===== src/rtl/nco_pkg.sv =====
package nco_pkg;
    localparam int ACC_W = 16;

    typedef enum logic [1:0] {
        NCO_IDLE = 2'd0,
        NCO_RUN  = 2'd1,
        NCO_HOLD = 2'd2
    } nco_state_e;

    typedef enum logic [1:0] {
        OP_CLEAR = 2'd0,
        OP_ADD   = 2'd1,
        OP_KEEP  = 2'd2
    } acc_op_e;
endpackage


===== src/rtl/nco_incr_map.sv =====
module nco_incr_map #(
    parameter int W = 16
) (
    input  logic [W-1:0] word_i,
    output logic [W-1:0] incr_o
);
    localparam logic [W-1:0] HALF = {1'b1, {(W-1){1'b0}}};

    // Lower half passes through; upper half folds to its two's complement.
    always_comb begin
        if (word_i < HALF) begin
            incr_o = word_i;
        end else begin
            incr_o = ~word_i + {{(W-1){1'b0}}, 1'b1};
        end
    end
endmodule


===== src/rtl/nco_phase_ctrl.sv =====
module nco_phase_ctrl
    import nco_pkg::*;
(
    input  logic    clk,
    input  logic    rst_n,
    input  logic    run_en,
    input  logic    step_zero,
    output acc_op_e op_o
);
    nco_state_e state_q;
    nco_state_e state_d;

    // Next-state decision uses current inputs.
    always_comb begin
        state_d = state_q;
        unique case (state_q)
            NCO_IDLE: begin
                if (run_en) state_d = step_zero ? NCO_HOLD : NCO_RUN;
            end
            NCO_RUN: begin
                if (!run_en)       state_d = NCO_IDLE;
                else if (step_zero) state_d = NCO_HOLD;
            end
            NCO_HOLD: begin
                if (!run_en)        state_d = NCO_IDLE;
                else if (!step_zero) state_d = NCO_RUN;
            end
            default: state_d = NCO_IDLE;
        endcase
    end

    // State register.
    always_ff @(posedge clk or negedge rst_n) begin
        if (!rst_n) state_q <= NCO_IDLE;
        else        state_q <= state_d;
    end

    // Output decode: the operation follows the state being entered.
    always_comb begin
        op_o = OP_CLEAR;
        unique case (state_d)
            NCO_IDLE: op_o = OP_CLEAR;
            NCO_RUN:  op_o = OP_ADD;
            NCO_HOLD: op_o = OP_KEEP;
            default:  op_o = OP_CLEAR;
        endcase
    end

    // leaving run enable low always lands in IDLE.
    p_stop_idle_r5: assert property (@(posedge clk) disable iff (!rst_n)
        !run_en |=> state_q == NCO_IDLE);
endmodule


===== src/rtl/nco_phase_acc.sv =====
module nco_phase_acc
    import nco_pkg::*;
#(
    parameter int W = 16
) (
    input  logic         clk,
    input  logic         rst_n,
    input  acc_op_e      op_i,
    input  logic [W-1:0] incr_i,
    output logic [W-1:0] acc_o
);
    logic [W-1:0] acc_q;

    always_ff @(posedge clk or negedge rst_n) begin
        if (!rst_n) begin
            acc_q <= '0;
        end else begin
            unique case (op_i)
                OP_CLEAR: acc_q <= '0;
                OP_ADD:   acc_q <= acc_q + incr_i;
                OP_KEEP:  acc_q <= acc_q;
                default:  acc_q <= '0;
            endcase
        end
    end

    assign acc_o = acc_q;

    // an add step advances the phase by the step, modulo 2^W.
    p_add_step_r2: assert property (@(posedge clk) disable iff (!rst_n)
        op_i == OP_ADD |=> acc_q == $past(acc_q) + $past(incr_i));

    // a hold step leaves the phase untouched.
    p_hold_phase_r6: assert property (@(posedge clk) disable iff (!rst_n)
        op_i == OP_KEEP |=> $stable(acc_q));
endmodule


===== src/rtl/nco_edge_tick.sv =====
module nco_edge_tick (
    input  logic clk,
    input  logic rst_n,
    input  logic msb_i,
    output logic tick_o
);
    logic msb_prev_q;

    always_ff @(posedge clk or negedge rst_n) begin
        if (!rst_n) msb_prev_q <= 1'b0;
        else        msb_prev_q <= msb_i;
    end

    assign tick_o = msb_i & ~msb_prev_q;

    // a tick never lasts longer than one cycle.
    p_tick_single_r4: assert property (@(posedge clk) disable iff (!rst_n)
        tick_o |=> !tick_o);
endmodule


===== src/rtl/nco_freq_gen.sv =====
module nco_freq_gen
    import nco_pkg::*;
(
    input  logic              clk,
    input  logic              rst_n,
    input  logic              run_en,
    input  logic [ACC_W-1:0]  ctrl_word,
    output logic              wave_out,
    output logic              tick_out
);
    localparam logic [ACC_W-1:0] HALF = {1'b1, {(ACC_W-1){1'b0}}};

    logic [ACC_W-1:0] step;
    logic [ACC_W-1:0] phase;
    acc_op_e          op;

    nco_incr_map #(.W(ACC_W)) u_map (
        .word_i (ctrl_word),
        .incr_o (step)
    );

    nco_phase_ctrl u_ctrl (
        .clk       (clk),
        .rst_n     (rst_n),
        .run_en    (run_en),
        .step_zero (step == '0),
        .op_o      (op)
    );

    nco_phase_acc #(.W(ACC_W)) u_acc (
        .clk    (clk),
        .rst_n  (rst_n),
        .op_i   (op),
        .incr_i (step),
        .acc_o  (phase)
    );

    assign wave_out = phase[ACC_W-1];

    nco_edge_tick u_tick (
        .clk    (clk),
        .rst_n  (rst_n),
        .msb_i  (wave_out),
        .tick_o (tick_out)
    );

    // the folded step never exceeds half the phase range.
    p_step_cap_r1: assert property (@(posedge clk) disable iff (!rst_n)
        step <= HALF);

    // an edge with run enable low leaves both outputs low.
    p_idle_low_r5: assert property (@(posedge clk) disable iff (!rst_n)
        !run_en |=> !wave_out && !tick_out);

    // a zero word while running keeps the waveform level.
    p_zero_freeze_r6: assert property (@(posedge clk) disable iff (!rst_n)
        run_en && ctrl_word == '0 |=> $stable(wave_out) && !tick_out);
endmodule


===== config.mk =====
export PLATFORM = sky130hd
export DESIGN_NAME = nco_freq_gen
export DESIGN_NICKNAME = d
export VERILOG_FILES = /design/src/rtl/nco_pkg.sv /design/src/rtl/nco_incr_map.sv /design/src/rtl/nco_phase_ctrl.sv /design/src/rtl/nco_phase_acc.sv /design/src/rtl/nco_edge_tick.sv /design/src/rtl/nco_freq_gen.sv
export SDC_FILE = /design/constraint.sdc
export NUM_CORES = 1
export LEC_CHECK = 0
export ABC_CLOCK_PERIOD_IN_PS = 2500
export BUFFER_PORTS_ARGS = -buffer_cell sky130_fd_sc_hd__buf_2
export CORE_MARGIN = 2
export CORE_UTILIZATION = 40
export CTS_CLUSTER_SIZE = 28
export DETAILED_ROUTE_END_ITERATION = 8
export PLACE_DENSITY = 0.62
export SETUP_SLACK_MARGIN = 0.05
export SLEW_MARGIN = 10
export SYNTH_ARGS = -nofsm -noshare
export SYNTH_HDL_FRONTEND = slang
export SYNTH_SLANG_ARGS = --single-unit

===== constraint.sdc =====
create_clock -name clk -period 2.5 [get_ports clk]
set_clock_uncertainty 0.15 [all_clocks]
set_input_delay 0.25 -clock clk [delete_from_list [all_inputs] [get_ports clk]]
set_output_delay 0.25 -clock clk [all_outputs]
set_load 0.005 [all_outputs]

==> implementation parameters <==
Parameter                              Value

Yosys
  Synth Cell Area    1880 um^2
  Most frequently used cell type in the post-synthesis netlist    nor2_1
  Commonest cells in the synthesized netlist    nor2_1, dfrtp_1, ha_1
  Number of warnings reported in the yosys synthesis log    0
  Fraction of the yosys area taken by sequential cells    25.3%
  Average size of a mapped cell    8.86 um^2
  Main area contributors after synthesis    dfrtp_1, ha_1, xnor2_1
  Synth async-reset ratio    100%
  Number of distinct standard cells referenced by the synthesized netlist    55
  Post-synthesis cell type with the largest combined area    dfrtp_1
  Top cell type's share of synthesized area    25.3%
  Most used flip-flop cell after synthesis    dfrtp_1
  Register bit total from synthesis    19
  Number of enable-type register cells in the synthesized netlist    0
  Instance count of the mapped netlist    212
  Syn nets    roughly 250

Pwr
  Sequential fraction of design power    19.3%
  Cell internal pwr    1.51 mW
  Combinational group share of total power    between 70 and 80%
  Clock group share of total power    8.3%
  Switching power as a share of total power    between 40% and 50%
  Power density over cell area    slightly above 800 nW/um^2
  Power spent charging and discharging nets    between 1 and 1.5 mW
  Maximum vdd drop    0.000654 V
  Leak pwr    1.43 nW

Global route
  Via count of the first global-routing pass    roughly 1900
  Total congestion overflow    0
  Largest net degree at the start of global routing    20
  Number of antenna violations at the first check in global routing    0
  GRT Resource Usage Total    20.3%
  First-pass GRT wire length    8.41 mm

Timing
  Final hold violations    0
  Maximum clock rate    318 MHz
  Period utilization    126%
  Time the worst path needs with I/O delays and setup    3140 ps
  Transition time of the tightest slew-check pin    451 ps
  Worst hold slack across all endpoints    312 ps
  Post-route worst setup slack    -641 ps
  Unrepaired setup endpoints after global routing    yes
  Aggregate negative setup slack    -7290 ps
  Count of final max-slew check failures    0
  Remaining max-slew budget at the tightest pin    69.9%
  Number of endpoints failing setup at the final stage    18

Routing
  Antenna Violating Nets Remaining    0
  DRC Markers    0
  Total vias in the final route    between 1500 and 2000
  Average wire length per cell after detail routing    15.1 um
  Detailed-route vias per instance    approximately 5.4
  Number of violations reported at the end of detailed-routing iteration 0    a little over 50
  Iteration count of the initial detailed-routing pass    4
  Total length of routed wires    about 5.4 mm

Clocking
  Num Clock Sinks    19
  Clock slew at the register clock pins of the worst setup and hold paths    70 ps
  Clock latency at the later pin of the worst-skew pair    250 ps
  TritonCTS clock tree    yes
  Depth of the CTS H-tree    1
  TritonCTS Buffers    3
  Longest Clk Path Bufs    2
  Root buffer selected by CTS    clkbuf_8

Cells and area
  Area of the multi-input gates    1740 um^2
  Fraction of final layout cells sized beyond drive strength 1    54.4%
  Number of antenna diodes    0
  End-of-flow core utilization    70.7%
  Syn-to-layout area delta    67.3%
  Final #Nets    344
  Fillcell total    341
  Area occupied by registers    roughly 480 um^2

Critical path
  Endpoint arrival time on the critical path    3130 ps
  Critical Path End Type    flip-flop
  Category of the most critical setup path    in2reg
  Worst-case register-to-register setup slack    -350 ps
  Startpoint kind of the worst setup timing path    input port
  Largest fanout on the critical path    4
  Path depth of the worst reg2reg path    10
  Endpoint of the worst setup timing path    u_acc.acc_o[14]$_DFFE_PN0P_
  Worst reg2reg path endpoint    u_acc.acc_o[14]$_DFFE_PN0P_
  Worst R2R Start    u_acc.acc_o[0]$_DFFE_PN0P_
  Required time at the worst-slack endpoint    2490 ps
  Worst Setup SP    ctrl_word[0]

Die
  Die outline area    5260 um^2
  Initial Utilization    42.3%
  Number of rows in the core area    24
  DIE WIDTH    about 73 um
  Chip height    72.5 um
  Top Ports    21
  Core area    4440 um^2

Min path
  Worst hold path class    reg2reg

Outcome
  Violations in the final reports    setup timing
  Run status    complete, but fails checks

Place
  Final weighted congestion of routability-driven global placement    0.820
  Post-place setup slack    -1060 ps
  HPWL Detailed    between 3 and 4 mm
  Number of port buffers    20

Run
  Max Cap Violations    0
[cells by family (layout without fill, tap and decap cells)]
| group | after synthesis | in the layout | synth area share, % |
|---|---|---|---|
| AO/OA/AOI/OAI | 57 | 57 | 22.0 |
| buffers and inverters | 13 | 108 | 3.99 |
| flip-flops | 19 | 19 | 25.3 |
| adder cells (fa/ha/maj) | 17 | 17 | 11.7 |
| AND/OR/NAND/NOR | 77 | 77 | 23.0 |
| multiplexers | 6 | 6 | 3.33 |
| XOR/XNOR | 23 | 23 | 10.7 |
[sequential cells by signal, indices dropped and copies added (netlist names)]
name and count:
u_acc.acc_o 16, u_ctrl.state_q 2, u_tick.msb_prev_q 1
[power by group through the flow]
| stage | Combinational, mW | Clock, mW | Sequential [mW] |
|---|---|---|---|
| 2_1_floorplan | 0.884 | 0 | 0.468 |
| 3_3_place_gp | 1.35 | 0 | 0.485 |
| 3_5_place_dp | 1.37 | 0 | 0.488 |
| 4_1_cts | 1.60 | 0.224 | 0.490 |
| 5_1_grt | 2.03 | 0.235 | 0.509 |
| 6_report | 1.86 | 0.213 | 0.496 |
[per-layer routing]
metal | vias to the layer above | routed length [um] | part of all wire, % | GRT usage (%)
li1 | 983 | - | - | -
met1 | 923 | 2490 | 46 | 27.1
met2 | 26 | 2770 | 51 | 35.4
met3 | 4 | 123 | 2.3 | 3.33
met4 | 0 | 27 | 0.50 | 2.47
met5 | - | 0 | 0 | 0
[per-stage QoR]
stage	power, mW	cells	area (um^2)
after floorplan	1.35	212	1960
after global placement	1.83	343	2580
after detailed placement	1.86	343	2580
after CTS	2.32	355	2950
after global routing	2.77	359	3140
final	2.57	359	3140
[repair_timing]
| action | CTS | global route |
|---|---|---|
| buffers inserted | 7 | 5 |
| pin swaps | 20 | 19 |
| gates resized for setup | 51 | 34 |
| hold buffers | 1 | 0 |
| endpoints found under the setup margin | 18 | 18 |
| cloned | 0 | 0 |
| hold endpoints to repair | 19 | 0 |
[cell type report]
class / instances / share of cell area, %
Sequential cell: 19 / 15.1
Timing Repair Buffer: 98 / 24.6
Inverter: 6 / 1.59
Clock buffer: 4 / 1.43
Multi-Input combinational cell: 180 / 55.2
Tap cell: 52 / 2.07
[worst min path at each step]
stage / to / cells past startpoint / slack (ps) / start
after floorplan: u_acc.acc_o[0]$_DFFE_PN0P_ / 0 / -200 / rst_n
after global placement: u_acc.acc_o[12]$_DFFE_PN0P_ / 1 / 70 / rst_n
after detailed placement: u_acc.acc_o[14]$_DFFE_PN0P_ / 1 / 80 / rst_n
after CTS: u_acc.acc_o[12]$_DFFE_PN0P_ / 3 / 280 / run_en
after global routing: u_tick.msb_prev_q$_DFF_PN0_ / 0 / 350 / u_acc.acc_o[15]$_DFFE_PN0P_
final: u_tick.msb_prev_q$_DFF_PN0_ / 0 / 310 / u_acc.acc_o[15]$_DFFE_PN0P_
[placed cells by master, fill, tap and decap left out, drive strengths merged, types with 3 or more instances in the layout]
| master | n |
|---|---|
| a211oi | 5 |
| a21o | 6 |
| a21oi | 13 |
| buf | 97 |
| clkbuf | 4 |
| dfrtp | 19 |
| ha | 16 |
| inv | 6 |
| mux2i | 4 |
| nand2 | 6 |
| nand2b | 6 |
| nand3 | 5 |
| nor2 | 28 |
| nor2b | 4 |
| nor3 | 6 |
| o21ai | 7 |
| o31ai | 8 |
| o41ai | 3 |
| or3 | 4 |
| or4 | 6 |
| xnor2 | 14 |
| xor2 | 9 |
[critical path, cell delays in order]
cell and delay (ps):
buf_12 110, inv_8 50, ha_4 130, or4b_4 490, o21ai_2 140, xnor2_1 100, ha_2 180, or3_4 340
a311oi_4 390, o311ai_4 130, a21o_1 170, a21o_1 210, a31oi_2 180, xnor2_1 80, a22o_1 180
Note: power is estimated with default switching activity, not from simulation.
